===== config.mk =====
export PLATFORM = sky130hd
export DESIGN_NAME = uart_frame_tx
export DESIGN_NICKNAME = d
export VERILOG_FILES = /design/src/rtl/uftx_pkg.sv /design/src/rtl/uftx_framer.sv /design/src/rtl/uftx_seq.sv /design/src/rtl/uart_frame_tx.sv
export SDC_FILE = /design/constraint.sdc
export NUM_CORES = 1
export LEC_CHECK = 0
export CAP_MARGIN = 20
export CORE_ASPECT_RATIO = 0.7
export CORE_MARGIN = 2
export CORE_UTILIZATION = 25
export CTS_CLUSTER_DIAMETER = 120
export DETAILED_ROUTE_END_ITERATION = 12
export DONT_BUFFER_PORTS = 1
export GPL_TIMING_DRIVEN = 0
export SETUP_SLACK_MARGIN = 0.15
export SLEW_MARGIN = 10
export SYNTH_ARGS = -nofsm -noshare
export SYNTH_HDL_FRONTEND = slang
export SYNTH_SLANG_ARGS = --single-unit

===== constraint.sdc =====
create_clock -name clk_i -period 2.19 [get_ports clk_i]
set_input_delay 0.219 -clock clk_i [delete_from_list [all_inputs] [get_ports clk_i]]
set_output_delay 0.219 -clock clk_i [all_outputs]
set_load 0.005 [all_outputs]

===== src/rtl/uftx_pkg.sv =====
package uftx_pkg;
  typedef enum logic [1:0] {
    ST_IDLE = 2'd0,
    ST_ARM  = 2'd1,
    ST_SEND = 2'd2
  } tx_state_e;
endpackage


===== src/rtl/uftx_framer.sv =====
module uftx_framer #(
  parameter int CHAR_W_MAX = 9,
  localparam int FRAME_W   = CHAR_W_MAX + 2,
  localparam int CNT_W     = $clog2(FRAME_W + 1),
  localparam int IDX_W     = $clog2(CHAR_W_MAX)
) (
  input  logic [CHAR_W_MAX-1:0] data_i,
  input  logic                  nine_bit_i,
  input  logic                  par_en_i,
  input  logic                  par_odd_i,
  input  logic                  msb_first_i,
  output logic [FRAME_W-1:0]    frame_o,
  output logic [CNT_W-1:0]      slots_o
);
  localparam logic [CNT_W-1:0] CW_LONG  = CNT_W'(CHAR_W_MAX);
  localparam logic [CNT_W-1:0] CW_SHORT = CNT_W'(CHAR_W_MAX - 1);

  logic [CNT_W-1:0]      char_w;
  logic [CNT_W-1:0]      n_data;
  logic [CHAR_W_MAX-1:0] sent;
  logic                  par_bit;

  assign char_w  = nine_bit_i ? CW_LONG : CW_SHORT;
  assign n_data  = char_w - CNT_W'(par_en_i);
  assign slots_o = char_w + CNT_W'(2);

  for (genvar s = 0; s < CHAR_W_MAX; s++) begin : g_slot
    logic [IDX_W-1:0] rev_idx;
    logic             dbit;
    // bits beyond the sent count are masked out of parity
    assign sent[s]  = data_i[s] & (CNT_W'(s) < n_data);
    assign rev_idx  = IDX_W'(n_data - CNT_W'(s) - CNT_W'(1));
    assign dbit     = msb_first_i ? data_i[rev_idx] : data_i[s];
    always_comb begin
      if (CNT_W'(s) < n_data)       frame_o[s+1] = dbit;
      else if (CNT_W'(s) == n_data) frame_o[s+1] = par_en_i ? par_bit : 1'b1;
      else                          frame_o[s+1] = 1'b1;
    end
  end

  assign par_bit            = (^sent) ^ par_odd_i;
  assign frame_o[0]         = 1'b0;
  assign frame_o[FRAME_W-1] = 1'b1;
endmodule


===== src/rtl/uftx_seq.sv =====
module uftx_seq
  import uftx_pkg::*;
#(
  parameter int FRAME_W = 11,
  localparam int CNT_W  = $clog2(FRAME_W + 1)
) (
  input  logic               clk_i,
  input  logic               rst_ni,
  input  logic               accept_i,
  input  logic               baud_en_i,
  input  logic [FRAME_W-1:0] frame_i,
  input  logic [CNT_W-1:0]   slots_i,
  output logic               busy_o,
  output logic               txd_o
);
  tx_state_e          state_q;
  logic [FRAME_W-1:0] sreg_q;
  logic [CNT_W-1:0]   left_q;

  always_ff @(posedge clk_i or negedge rst_ni) begin
    if (!rst_ni) begin
      state_q <= ST_IDLE;
      sreg_q  <= '1;
      left_q  <= '0;
    end else begin
      unique case (state_q)
        ST_IDLE: if (accept_i) begin
          sreg_q  <= frame_i;
          left_q  <= slots_i;
          state_q <= ST_ARM;
        end
        // wait for a bit boundary so the start bit gets a full period
        ST_ARM: if (baud_en_i) state_q <= ST_SEND;
        ST_SEND: if (baud_en_i) begin
          if (left_q == CNT_W'(1)) begin
            state_q <= ST_IDLE;
          end else begin
            sreg_q <= {1'b1, sreg_q[FRAME_W-1:1]};
            left_q <= left_q - CNT_W'(1);
          end
        end
        default: state_q <= ST_IDLE;
      endcase
    end
  end

  assign busy_o = (state_q != ST_IDLE);
  assign txd_o  = (state_q == ST_SEND) ? sreg_q[0] : 1'b1;

  a_r1_idle_mark: assert property (@(posedge clk_i) disable iff (!rst_ni)
    !busy_o |-> txd_o);
  a_r2_accept_busy: assert property (@(posedge clk_i) disable iff (!rst_ni)
    accept_i |=> busy_o);
  a_r3_start_low: assert property (@(posedge clk_i) disable iff (!rst_ni)
    (state_q == ST_ARM && baud_en_i) |=> !txd_o);
  a_r3_bit_hold: assert property (@(posedge clk_i) disable iff (!rst_ni)
    (state_q == ST_SEND && !baud_en_i) |=> $stable(txd_o));
  a_r4_stop_high: assert property (@(posedge clk_i) disable iff (!rst_ni)
    (state_q == ST_SEND && left_q == CNT_W'(1)) |-> txd_o);
endmodule


===== src/rtl/uart_frame_tx.sv =====
module uart_frame_tx #(
  parameter int CHAR_W_MAX = 9,
  localparam int FRAME_W   = CHAR_W_MAX + 2,
  localparam int CNT_W     = $clog2(FRAME_W + 1)
) (
  input  logic                  clk_i,
  input  logic                  rst_ni,
  input  logic [CHAR_W_MAX-1:0] data_i,
  input  logic                  valid_i,
  output logic                  ready_o,
  input  logic                  baud_en_i,
  input  logic                  nine_bit_i,
  input  logic                  par_en_i,
  input  logic                  par_odd_i,
  input  logic                  msb_first_i,
  output logic                  busy_o,
  output logic                  txd_o
);
  logic [FRAME_W-1:0] frame_w;
  logic [CNT_W-1:0]   slots_w;
  logic               accept_w;

  assign ready_o  = !busy_o;
  assign accept_w = valid_i && ready_o;

  uftx_framer #(.CHAR_W_MAX(CHAR_W_MAX)) u_framer (
    .data_i      (data_i),
    .nine_bit_i  (nine_bit_i),
    .par_en_i    (par_en_i),
    .par_odd_i   (par_odd_i),
    .msb_first_i (msb_first_i),
    .frame_o     (frame_w),
    .slots_o     (slots_w)
  );

  uftx_seq #(.FRAME_W(FRAME_W)) u_seq (
    .clk_i     (clk_i),
    .rst_ni    (rst_ni),
    .accept_i  (accept_w),
    .baud_en_i (baud_en_i),
    .frame_i   (frame_w),
    .slots_i   (slots_w),
    .busy_o    (busy_o),
    .txd_o     (txd_o)
  );

  // field slots (data plus parity) must hold the selected parity
  a_r8_parity_sum: assert property (@(posedge clk_i) disable iff (!rst_ni)
    par_en_i |-> ((nine_bit_i ? ^frame_w[CHAR_W_MAX:1] : ^frame_w[CHAR_W_MAX-1:1])
                  == par_odd_i));
endmodule


==> flow_summary.yaml <==
floorplanning:
  dieArea_um2: 6600
  die_x_um: 96.2
  num_rows: 23
  core_um2: 5730
  initial_utilization: 0.260
  die_height_um: 68.6
  pin_count: 20
critical_path:
  r2r_slack_ps: 230
  worstSetupStartpoint: "u_seq.left_q[0]"
  arrival_ps: 2070
  reg2reg_from: "u_seq.left_q[0]"
  cp-end-kind: "register"
  critPathKind: "register to register"
  start_kind: "register"
  worstPathRequired_ps: 2310
  critPathMaxFanout: 10
finish:
  fin_util: 0.295
  antenna_cells: 0
  instances_no_fill: 250
  fin_nets: 199
  fillers: 605
  multi_input_area_um2: 983
  drive_above_1_share: 0.206
  seq_area_um2: 414
  syn_to_final_growth_pct: 13.3
drt:
  wirelength_um: 3720
  drc: 0
  wire_per_inst_um: 14.9
  via_count: 1299
  drt_first_iter_violations: 135
  ant_nets: 0
  avgViaCountPerCell: 5.20
  first_pass_iters: 4
placed_design:
  placed_cells: 243
  gp_congestion: 0.835
  io_buffers: 0
  post-dp-hpwl_um: 2830
synthesis:
  synth.top_cell.area_share: 0.176
  synth_nets: 191
  synth.largest_area_cell: "dfstp_2"
  ys_seq_area_frac: 0.277
  synth_seq_cells: 16
  ys_warn_count: 0
  async_flop_share: 1.00
  synthCells: 168
  syn_area_um2: 1490
  synth_area_per_cell_um2: 8.86
  synth_top_flop_cell: "dfstp_2"
  synth-edff-count: 0
  synth.area.top_cells: "dfstp_2, dfrtp_1, mux4_2"
  yosysUniqueCellTypes: 48
pwr:
  p_leak_nw: 0.638
  peakVddDrop_mv: 0.244
  power_density_nw_per_um2: 924
sta:
  fmax_mhz: 511
  skew_ps: 1.83
  maxSlewHeadroom: 0.489
  hold_violations: 0
  period_needed_ps: 1960
  worst_pin_slew_ps: 764
  fin_crit_sh: 0.894
  setup_violations: 0
  rsz0062_at_grt: "no"
  drv_slew: 0
clocking:
  clkSinkCount: 16
  clock_path_buffers: 2
  cts_buffers: 3
  cts_root_buffer: "clkbuf_8"
  cts_tree: "built"
  cts.clk_slew.worst_paths_ps: 60
  clock_latency_ps: 250
  cts_max_level: 1
global_route:
  grt-ovfl-total: 0
  grt_pass1_wl_um: 6150
  grtUsageTotal: 0.122
  grt_max_degree: 17
  grt_antenna_before_repair: 0
  grt_pass1_vias: 1225
run:
  drv_cap: 0
hold_path:
  hold_class: "primary input to register"
  hold_start: "valid_i"
outcome:
  outcome: "complete, no violations"
[cell usage in the layout (no fill, tap or decap), types with 2 or more instances in the layout]
master    count
nor3_1        2
buf_6         3
inv_1        11
o31a_1        2
xnor2_1       5
a221oi_1      2
mux2i_1       5
nor2_1       13
nor2b_1       4
buf_4         2
a31oi_1       5
dfrtp_1       5
o22ai_1       6
o221ai_1      2
dfstp_2      10
nand3_1       3
nand2b_1      5
clkbuf_1      6
clkbuf_8      4
a21oi_1       5
mux2_1        2
nand2_1      14
mux4_2        4
ha_1          6
mux2_2        2
o21ai_0       7
o21ai_1      13
[synthesized netlist by cell type (all sizes together) (2+ instances only)]
| cell type | number |
|---|---|
| clkbuf | 7 |
| mux2 | 4 |
| a221oi | 2 |
| o22ai | 6 |
| o31a | 2 |
| nor2 | 13 |
| xnor3 | 2 |
| mux4 | 4 |
| o21ai | 20 |
| mux2i | 5 |
| nor2b | 4 |
| dfrtp | 6 |
| buf | 5 |
| nand3 | 3 |
| nand2b | 5 |
| a211oi | 2 |
| ha | 6 |
| dfstp | 10 |
| inv | 11 |
| nor3 | 2 |
| o221ai | 2 |
| a31oi | 5 |
| nand2 | 14 |
| xnor2 | 6 |
| nor3b | 2 |
| a21oi | 5 |
[repair_timing]
item | 4_1_cts | 5_1_grt
buffers inserted | 0 | 2
setup endpoints to repair | 0 | 6
hold buffers | 1 | 0
gates resized for setup | 0 | 8
hold endpoints to repair | 16 | 0
[final timing paths]
kind	to	cells past startpoint
worst max-delay path	u_seq.left_q[3]	7
worst max register to register	u_seq.left_q[3]	7
worst min register to register	u_seq.sreg_q[4]	2
max in group asynchronous	u_seq.left_q[0]	1
worst min-delay path	u_seq.sreg_q[9]	1
min in group asynchronous	u_seq.left_q[3]	1
[cells by family after synthesis]
logic type / share of synthesized area
flip-flops: 0.277
AO/OA/AOI/OAI: 0.234
adder cells (fa/ha/maj): 0.0504
buffers and inverters: 0.0815
XOR/XNOR: 0.0773
multiplexers: 0.124
AND/OR/NAND/NOR: 0.155
[per-stage QoR]
stage               hold slack (ps)  setup WS [ps]  area (um^2)  TNS [ps]  power (mW)
floorplan                     -76.6            224         1490         0        1.12
global placement              -75.3           29.8         1580         0        1.26
detailed placement            -75.5          -10.0         1580     -10.0        1.28
CTS                            18.8            167         1640         0        1.52
global route                   23.1           99.1         1690         0        1.72
finish                         28.4            233         1690         0        1.56
[power breakdown]
group	internal (mW)	switching, mW
sequential	0.492	0.100
clock	0.129	0.0984
combinational	0.327	0.413
total	0.947	0.612
[layout make-up]
class                      instances  area share
sequential                        16       0.246
buffer                            12      0.0497
inverter                          11      0.0245
tap                               75      0.0556
clock buffer                       4      0.0267
multi-input combinational        129       0.583
timing repair buffer               3      0.0148
[worst max-delay path, stage by stage, from the launching register on]
cell and delay [ps]:
dfrtp_2 430, ha_1 200, nor3b_2 160, clkbuf_4 190, a211o_4 380, nor4_4 250
xnor2_1 140, o21ai_1 80
[per-layer routing]
layer  track usage  share of wire  vias up
met5             0              0        -
met1         0.177           0.49      647
met2         0.185           0.46       25
met3        0.0348          0.047        0
li1              -              -      627
met4        0.0161              0        0
[registers in the layout, summed over array words and instances, names as in the netlist]
| register | cells |
|---|---|
| u_seq.sreg_q | 10 |
| u_seq.state_q | 2 |
| u_seq.left_q | 4 |
Power figures use the tool's default switching activity.
